===== config.mk =====
export PLATFORM = sky130hd
export DESIGN_NAME = gpx_core
export DESIGN_NICKNAME = d
export VERILOG_FILES = /design/src/rtl/gpx_pkg.sv /design/src/rtl/gpx_sync.sv /design/src/rtl/gpx_regfile.sv /design/src/rtl/gpx_irq.sv /design/src/rtl/gpx_core.sv
export SDC_FILE = /design/constraint.sdc
export NUM_CORES = 1
export LEC_CHECK = 0
export ABC_AREA = 1
export CAP_MARGIN = 10
export CELL_PAD_IN_SITES_DETAIL_PLACEMENT = 0
export CELL_PAD_IN_SITES_GLOBAL_PLACEMENT = 1
export CORE_UTILIZATION = 36
export DETAILED_ROUTE_END_ITERATION = 8
export PLACE_DENSITY = 0.82
export SLEW_MARGIN = 20
export SYNTH_ARGS = -nofsm -noshare
export SYNTH_HDL_FRONTEND = slang
export SYNTH_HIERARCHICAL = 1
export SYNTH_SLANG_ARGS = --single-unit

===== constraint.sdc =====
create_clock -name clk -period 2.5 [get_ports clk]
set_input_delay 0.25 -clock clk [delete_from_list [all_inputs] [get_ports clk]]
set_output_delay 0.25 -clock clk [all_outputs]
set_load 0.005 [all_outputs]

===== src/rtl/gpx_pkg.sv =====
package gpx_pkg;
  localparam int BYTE_W = 8;

  typedef enum logic [1:0] {
    GRP_IN   = 2'd0,
    GRP_OUT  = 2'd1,
    GRP_DIR  = 2'd2,
    GRP_NONE = 2'd3
  } grp_e;

  // Pair base addresses; bit 0 of the pointer picks the byte in a pair.
  localparam logic [BYTE_W-2:0] PAIR_IN  = 7'd0;
  localparam logic [BYTE_W-2:0] PAIR_OUT = 7'd1;
  localparam logic [BYTE_W-2:0] PAIR_DIR = 7'd3;

  function automatic grp_e grp_of(logic [BYTE_W-1:0] ptr);
    case (ptr[BYTE_W-1:1])
      PAIR_IN:  grp_of = GRP_IN;
      PAIR_OUT: grp_of = GRP_OUT;
      PAIR_DIR: grp_of = GRP_DIR;
      default:  grp_of = GRP_NONE;
    endcase
  endfunction
endpackage


===== src/rtl/gpx_sync.sv =====
module gpx_sync #(
  parameter int W      = 16,
  parameter int STAGES = 2
) (
  input  logic         clk,
  input  logic         rst_n,
  input  logic [W-1:0] d,
  output logic [W-1:0] q
);
  logic [STAGES-1:0][W-1:0] stg_q;
  logic [STAGES-1:0][W-1:0] stg_d;

  always_comb begin
    stg_d[0] = d;
    for (int s = 1; s < STAGES; s++) begin
      stg_d[s] = stg_q[s-1];
    end
  end

  always_ff @(posedge clk or negedge rst_n) begin
    if (!rst_n) begin
      stg_q <= '0;
    end else begin
      stg_q <= stg_d;
    end
  end

  assign q = stg_q[STAGES-1];
endmodule


===== src/rtl/gpx_regfile.sv =====
module gpx_regfile
  import gpx_pkg::*;
#(
  parameter int NPINS = 16,
  localparam int NBYTES = NPINS / BYTE_W
) (
  input  logic              clk,
  input  logic              rst_n,
  input  logic              cmd_we,
  input  logic              dat_we,
  input  logic              rd_ack,
  input  logic [BYTE_W-1:0] wdata,
  input  logic [NPINS-1:0]  pin_lvl,
  output logic [BYTE_W-1:0] ptr_q,
  output logic [BYTE_W-1:0] rd_data,
  output logic [NPINS-1:0]  out_q,
  output logic [NPINS-1:0]  cfg_q,
  output logic [NBYTES-1:0] in_rd
);
  grp_e              grp;
  logic [BYTE_W-1:0] ptr_d;
  logic [NPINS-1:0]  out_d;
  logic [NPINS-1:0]  cfg_d;
  logic              ptr_en;
  logic              out_en;
  logic              cfg_en;
  int                lane;

  assign grp  = grp_of(ptr_q);
  assign lane = int'(ptr_q[0]) * BYTE_W;

  // Read steering
  always_comb begin
    case (grp)
      GRP_IN:  rd_data = pin_lvl[lane +: BYTE_W];
      GRP_OUT: rd_data = out_q[lane +: BYTE_W];
      GRP_DIR: rd_data = cfg_q[lane +: BYTE_W];
      default: rd_data = '0;
    endcase
  end

  // Pointer next state: a command load has priority over pair toggling
  always_comb begin
    ptr_en = cmd_we | dat_we | rd_ack;
    if (cmd_we) begin
      ptr_d = wdata;
    end else begin
      ptr_d = {ptr_q[BYTE_W-1:1], ~ptr_q[0]};
    end
  end

  // Register write next state
  always_comb begin
    out_en = dat_we & ~cmd_we & (grp == GRP_OUT);
    cfg_en = dat_we & ~cmd_we & (grp == GRP_DIR);
    out_d  = out_q;
    cfg_d  = cfg_q;
    out_d[lane +: BYTE_W] = wdata;
    cfg_d[lane +: BYTE_W] = wdata;
  end

  generate
    for (genvar b = 0; b < NBYTES; b++) begin : g_inrd
      assign in_rd[b] = rd_ack & ~cmd_we & (grp == GRP_IN) & (int'(ptr_q[0]) == b);
    end
  endgenerate

  always_ff @(posedge clk or negedge rst_n) begin
    if (!rst_n) begin
      ptr_q <= '0;
      out_q <= '1;
      cfg_q <= '1;
    end else begin
      if (ptr_en) ptr_q <= ptr_d;
      if (out_en) out_q <= out_d;
      if (cfg_en) cfg_q <= cfg_d;
    end
  end
endmodule


===== src/rtl/gpx_irq.sv =====
module gpx_irq
  import gpx_pkg::*;
#(
  parameter int NPINS = 16,
  localparam int NBYTES = NPINS / BYTE_W
) (
  input  logic              clk,
  input  logic              rst_n,
  input  logic [NPINS-1:0]  pin_lvl,
  input  logic [NPINS-1:0]  cfg,
  input  logic [NBYTES-1:0] in_rd,
  output logic [NPINS-1:0]  snap_q,
  output logic              int_n
);
  localparam logic [1:0] PRIME_LOAD = 2'd2;
  localparam logic [1:0] PRIME_DONE = 2'd3;

  logic [1:0]       prime_q;
  logic [1:0]       prime_d;
  logic             prime_en;
  logic [NPINS-1:0] snap_d;
  logic             snap_en;
  logic [NPINS-1:0] diff;

  always_comb begin
    prime_en = (prime_q != PRIME_DONE);
    prime_d  = prime_q + 2'd1;
  end

  always_comb begin
    snap_d  = snap_q;
    snap_en = (prime_q == PRIME_LOAD) | (|in_rd);
    if (prime_q == PRIME_LOAD) begin
      snap_d = pin_lvl;
    end
    for (int b = 0; b < NBYTES; b++) begin
      if (in_rd[b]) begin
        snap_d[b*BYTE_W +: BYTE_W] = pin_lvl[b*BYTE_W +: BYTE_W];
      end
    end
  end

  always_ff @(posedge clk or negedge rst_n) begin
    if (!rst_n) begin
      prime_q <= '0;
      snap_q  <= '0;
    end else begin
      if (prime_en) prime_q <= prime_d;
      if (snap_en)  snap_q  <= snap_d;
    end
  end

  assign diff  = (pin_lvl ^ snap_q) & cfg;
  assign int_n = ~((prime_q == PRIME_DONE) & (|diff));
endmodule


===== src/rtl/gpx_core.sv =====
module gpx_core
  import gpx_pkg::*;
#(
  parameter int NPINS     = 16,
  parameter int SYNC_DEPTH = 2,
  localparam int NBYTES   = NPINS / BYTE_W
) (
  input  logic              clk,
  input  logic              rst_n,
  input  logic              cmd_we,
  input  logic              dat_we,
  input  logic              rd_ack,
  input  logic [BYTE_W-1:0] wdata,
  output logic [BYTE_W-1:0] rd_data,
  input  logic [NPINS-1:0]  pin_in,
  output logic [NPINS-1:0]  pin_out,
  output logic [NPINS-1:0]  pin_oe,
  output logic              int_n
);
  logic              rst_n_s;
  logic [NPINS-1:0]  sync_lvl;
  logic [BYTE_W-1:0] ptr_q;
  logic [NPINS-1:0]  out_q;
  logic [NPINS-1:0]  cfg_q;
  logic [NBYTES-1:0] in_rd;
  logic [NPINS-1:0]  snap_lvl;

  // Reset: asserted asynchronously, released after two edges
  gpx_sync #(.W(1), .STAGES(2)) u_rst (
    .clk(clk), .rst_n(rst_n), .d(1'b1), .q(rst_n_s)
  );

  gpx_sync #(.W(NPINS), .STAGES(SYNC_DEPTH)) u_pins (
    .clk(clk), .rst_n(rst_n_s), .d(pin_in), .q(sync_lvl)
  );

  gpx_regfile #(.NPINS(NPINS)) u_regs (
    .clk(clk), .rst_n(rst_n_s), .cmd_we(cmd_we), .dat_we(dat_we),
    .rd_ack(rd_ack), .wdata(wdata), .pin_lvl(sync_lvl), .ptr_q(ptr_q),
    .rd_data(rd_data), .out_q(out_q), .cfg_q(cfg_q), .in_rd(in_rd)
  );

  gpx_irq #(.NPINS(NPINS)) u_irq (
    .clk(clk), .rst_n(rst_n_s), .pin_lvl(sync_lvl), .cfg(cfg_q),
    .in_rd(in_rd), .snap_q(snap_lvl), .int_n(int_n)
  );

  assign pin_oe  = ~cfg_q;
  assign pin_out = out_q & ~cfg_q;
endmodule


==> impl_metrics.env <==
export IMPL_r2r_end="u_irq/snap_q[1]$_DFFE_PN0P_"
export IMPL_initial_core_util_pct=37.32
export IMPL_p_leak_uw=0.002433
export IMPL_max_freq_mhz=396.6
export IMPL_cts_hold_buf=0
export IMPL_synth_area_leaders="dfrtp_1 (35%), dfstp_2 (20%), nand2_1 (11%)"
export IMPL_boundaryPins=70
export IMPL_fin_skew_ps=6.007
export IMPL_grt_pass1_wl_um=17150
export IMPL_clock_path_buffers=2
export IMPL_wl_per_cell_um=14.90
export IMPL_ant_nets=0
export IMPL_hold_violations=0
export IMPL_antenna_found_initial=0
export IMPL_fin_crit_ps=2521
export IMPL_swShare_pct=26.32
export IMPL_p_clk_share_pct=35.2
export IMPL_maxSlewHeadroom_pct=62.72
export IMPL_clkLatencyLatePin_ps=330
export IMPL_area_sequential_um2=2346
export IMPL_die_x_um=111.3
export IMPL_antennaDiodeCount=0
export IMPL_syn_inst=492
export IMPL_drc_errors=8
export IMPL_track_usage_pct=18.06
export IMPL_numClockSinks=92
export IMPL_synth_cell_types=28
export IMPL_grt_pass1_vias=3309
export IMPL_die_area_um2=12380
export IMPL_min_path_type="in -> async"
export IMPL_yosys_top_cells_count="nand2_1 (127), inv_1 (69), dfrtp_1 (60)"
export IMPL_crit_path_end_kind="output port"
export IMPL_tns_ps=-21.39
export IMPL_avgViaCountPerCell=4.835
export IMPL_cap_violations=0
export IMPL_synthToLayoutAreaGrowth_pct=31.03
export IMPL_row_count=39
export IMPL_rrSetupSlack_ps=150
export IMPL_crit_type="reg -> out"
export IMPL_p_per_area_nw_per_um2=672.6
export IMPL_drt_iter0_drc=223
export IMPL_status="finished, violations left"
export IMPL_critPathLaunchType="register"
export IMPL_drive_gt1_share_pct=25.21
export IMPL_dr_pass1_iters=7
export IMPL_synth_nets=527
export IMPL_tightest_slew_ps=558.5
export IMPL_setup_slack_ps=-21.39
export IMPL_dp_cells=706
export IMPL_ys_warn_count=6
export IMPL_overflow=0
export IMPL_grt_setup_unrepaired="yes"
export IMPL_clk_pin_slew_ps=60
export IMPL_cts_max_level=3
export IMPL_synth_edf_count=0
export IMPL_root_buffer="clkbuf_16"
export IMPL_drt_total_wl_um=10820
export IMPL_cts_tree="done"
export IMPL_crit_arrival_ps=2270
export IMPL_p_comb_share_pct=16.2
export IMPL_hpwl_um=7830
export IMPL_ys_ff_latch=92
export IMPL_finalNonFillerCells=726
export IMPL_maxSlewViolCount=0
export IMPL_nFillCells=1138
export IMPL_die_y_um=111.3
export IMPL_portBuffers=69
export IMPL_crit_required_ps=2250
export IMPL_gp_congestion=0.8616
export IMPL_path_max_fanout=5
export IMPL_r2r_start="u_regs/ptr_q[3]$_DFFE_PN0P_"
export IMPL_p_seq_share_pct=48.6
export IMPL_internal_power_uw=2791
export IMPL_ys_seq_area_share_pct=54.50
export IMPL_finalCritPeriodShare_pct=100.9
export IMPL_synth_main_ff_cell="dfrtp_1"
export IMPL_vdd_drop_max_uv=357.5
export IMPL_async_flop_share_pct=100.0
export IMPL_yosysTopAreaCellShare_pct=34.93
export IMPL_setup_violations=1
export IMPL_core_um2=11520
export IMPL_synth_cell_area_um2=4298
export IMPL_nets=613
export IMPL_grt_max_degree=61
export IMPL_synth_area_per_cell_um2=8.736
export IMPL_p_sw_uw=996.8
export IMPL_multi_input_area_um2=1693
export IMPL_synth_largest_area_cell="dfrtp_1"
export IMPL_via_count=3510
export IMPL_synth_most_common_cell="nand2_1"
export IMPL_ff2ff_path_depth=12
export IMPL_cts_inserted_buffers=9
export IMPL_violations="design-rule violations, negative setup slack"
through the flow:
stage | hold slack, ps | area [um^2] | util [%] | setup WS (ps) | power (uW)
after detailed placement | 279.5 | 5204 | 45.19 | -47.68 | 2454
after global placement | 274.1 | 5204 | 45.19 | -4.128 | 2426
after floorplan | -45.59 | 4299 | - | 524.0 | 2153
final | 75.48 | 5632 | 48.90 | -21.39 | 3788
after global routing | 72.40 | 5632 | 48.90 | -86.22 | 3970
after CTS | 65.39 | 5579 | 48.45 | -7.122 | 3808
worst max-delay path: stages (launching register included):
cell	delay [ps]
dfrtp_1	390
nor2_2	150
inv_1	60
nor2_2	100
nand3_2	130
ha_4	300
clkinv_2	60
buf_4	150
nor2_1	100
o21ai_0	110
a21oi_2	170
clkdlybuf4s15_2	220
power by group through the flow:
stage,Sequential [uW],Clock (uW),Combinational [uW]
2_1_floorplan,1820,0,335
3_3_place_gp,1860,0,571
3_5_place_dp,1870,0,588
4_1_cts,1840,1360,601
5_1_grt,1870,1420,683
6_report,1840,1340,612
worst max-delay path by stage:
stage / from / end / slack, ps / cells after the start
global route: u_regs/ptr_q[4]$_DFFE_PN0P_ / rd_data[5] / -90 / 13
detailed placement: u_regs/ptr_q[4]$_DFFE_PN0P_ / rd_data[3] / -50 / 11
floorplan: u_regs/ptr_q[4]$_DFFE_PN0P_ / rd_data[0] / 520 / 10
CTS: u_regs/ptr_q[3]$_DFFE_PN0P_ / rd_data[5] / -7 / 13
global placement: u_regs/ptr_q[4]$_DFFE_PN0P_ / rd_data[0] / -4 / 13
finish: u_regs/ptr_q[4]$_DFFE_PN0P_ / rd_data[5] / -20 / 11
sequential cells by signal (all words and copies together), names as in the netlist:
name,cells
u_irq/prime_q,2
u_irq/snap_q,16
u_pins/q,16
u_pins/stg_d,16
u_regs/cfg_q,16
u_regs/out_q,16
u_regs/ptr_q,8
u_rst/q,1
u_rst/stg_d,1
cell type report:
| cell class | instances | area share [%] |
|---|---|---|
| Clock inverter | 5 | 0.9331 |
| Clock buffer | 11 | 4.310 |
| Inverter | 71 | 4.755 |
| Multi-Input combinational cell | 314 | 30.06 |
| Sequential cell | 92 | 41.66 |
| Tap cell | 143 | 3.177 |
| Timing Repair Buffer | 90 | 15.11 |
layer usage:
metal,routed length [um],global-route usage (%),vias to the layer above
met1,4936,24.65,1701
met2,5120,28.08,97
li1,-,-,1693
met5,0,0,-
met3,454,3.773,19
met4,309,7.117,0
logic make-up (layout without fill, tap and decap cells):
family	Yosys count	after routing	share of synthesized area (%)
AO/OA/AOI/OAI	67	67	8.792
other	1	1	0.08725
multiplexers	8	8	2.445
flip-flops	92	92	54.50
adder cells (fa/ha/maj)	6	6	1.747
buffers and inverters	86	177	8.995
AND/OR/NAND/NOR	230	230	23.03
XOR/XNOR	2	2	0.4076
cells in the final DEF, fill, tap and decap left out, types with 2 or more instances in the layout:
cell type	instances
a21oi_1	2
a21oi_2	7
buf_12	2
buf_2	4
buf_4	16
buf_6	3
clkbuf_16	9
clkbuf_2	3
clkdlybuf4s50_1	61
clkinv_2	4
dfrtp_1	59
dfstp_2	32
ha_1	4
ha_4	2
inv_1	66
inv_2	4
mux2_2	4
mux2_4	4
nand2_1	126
nand3_1	23
nand3_2	13
nor2_1	43
nor2_2	20
nor2_4	3
o211ai_1	2
o21ai_0	29
o21ai_1	17
o21ai_2	10
repair_timing:
action | CTS | global route
buffers inserted | 0 | 4
resized for setup | 42 | 23
pin swaps | 15 | 15
endpoints found under the setup margin | 8 | 12
Note: power is estimated with default switching activity, not from simulation.
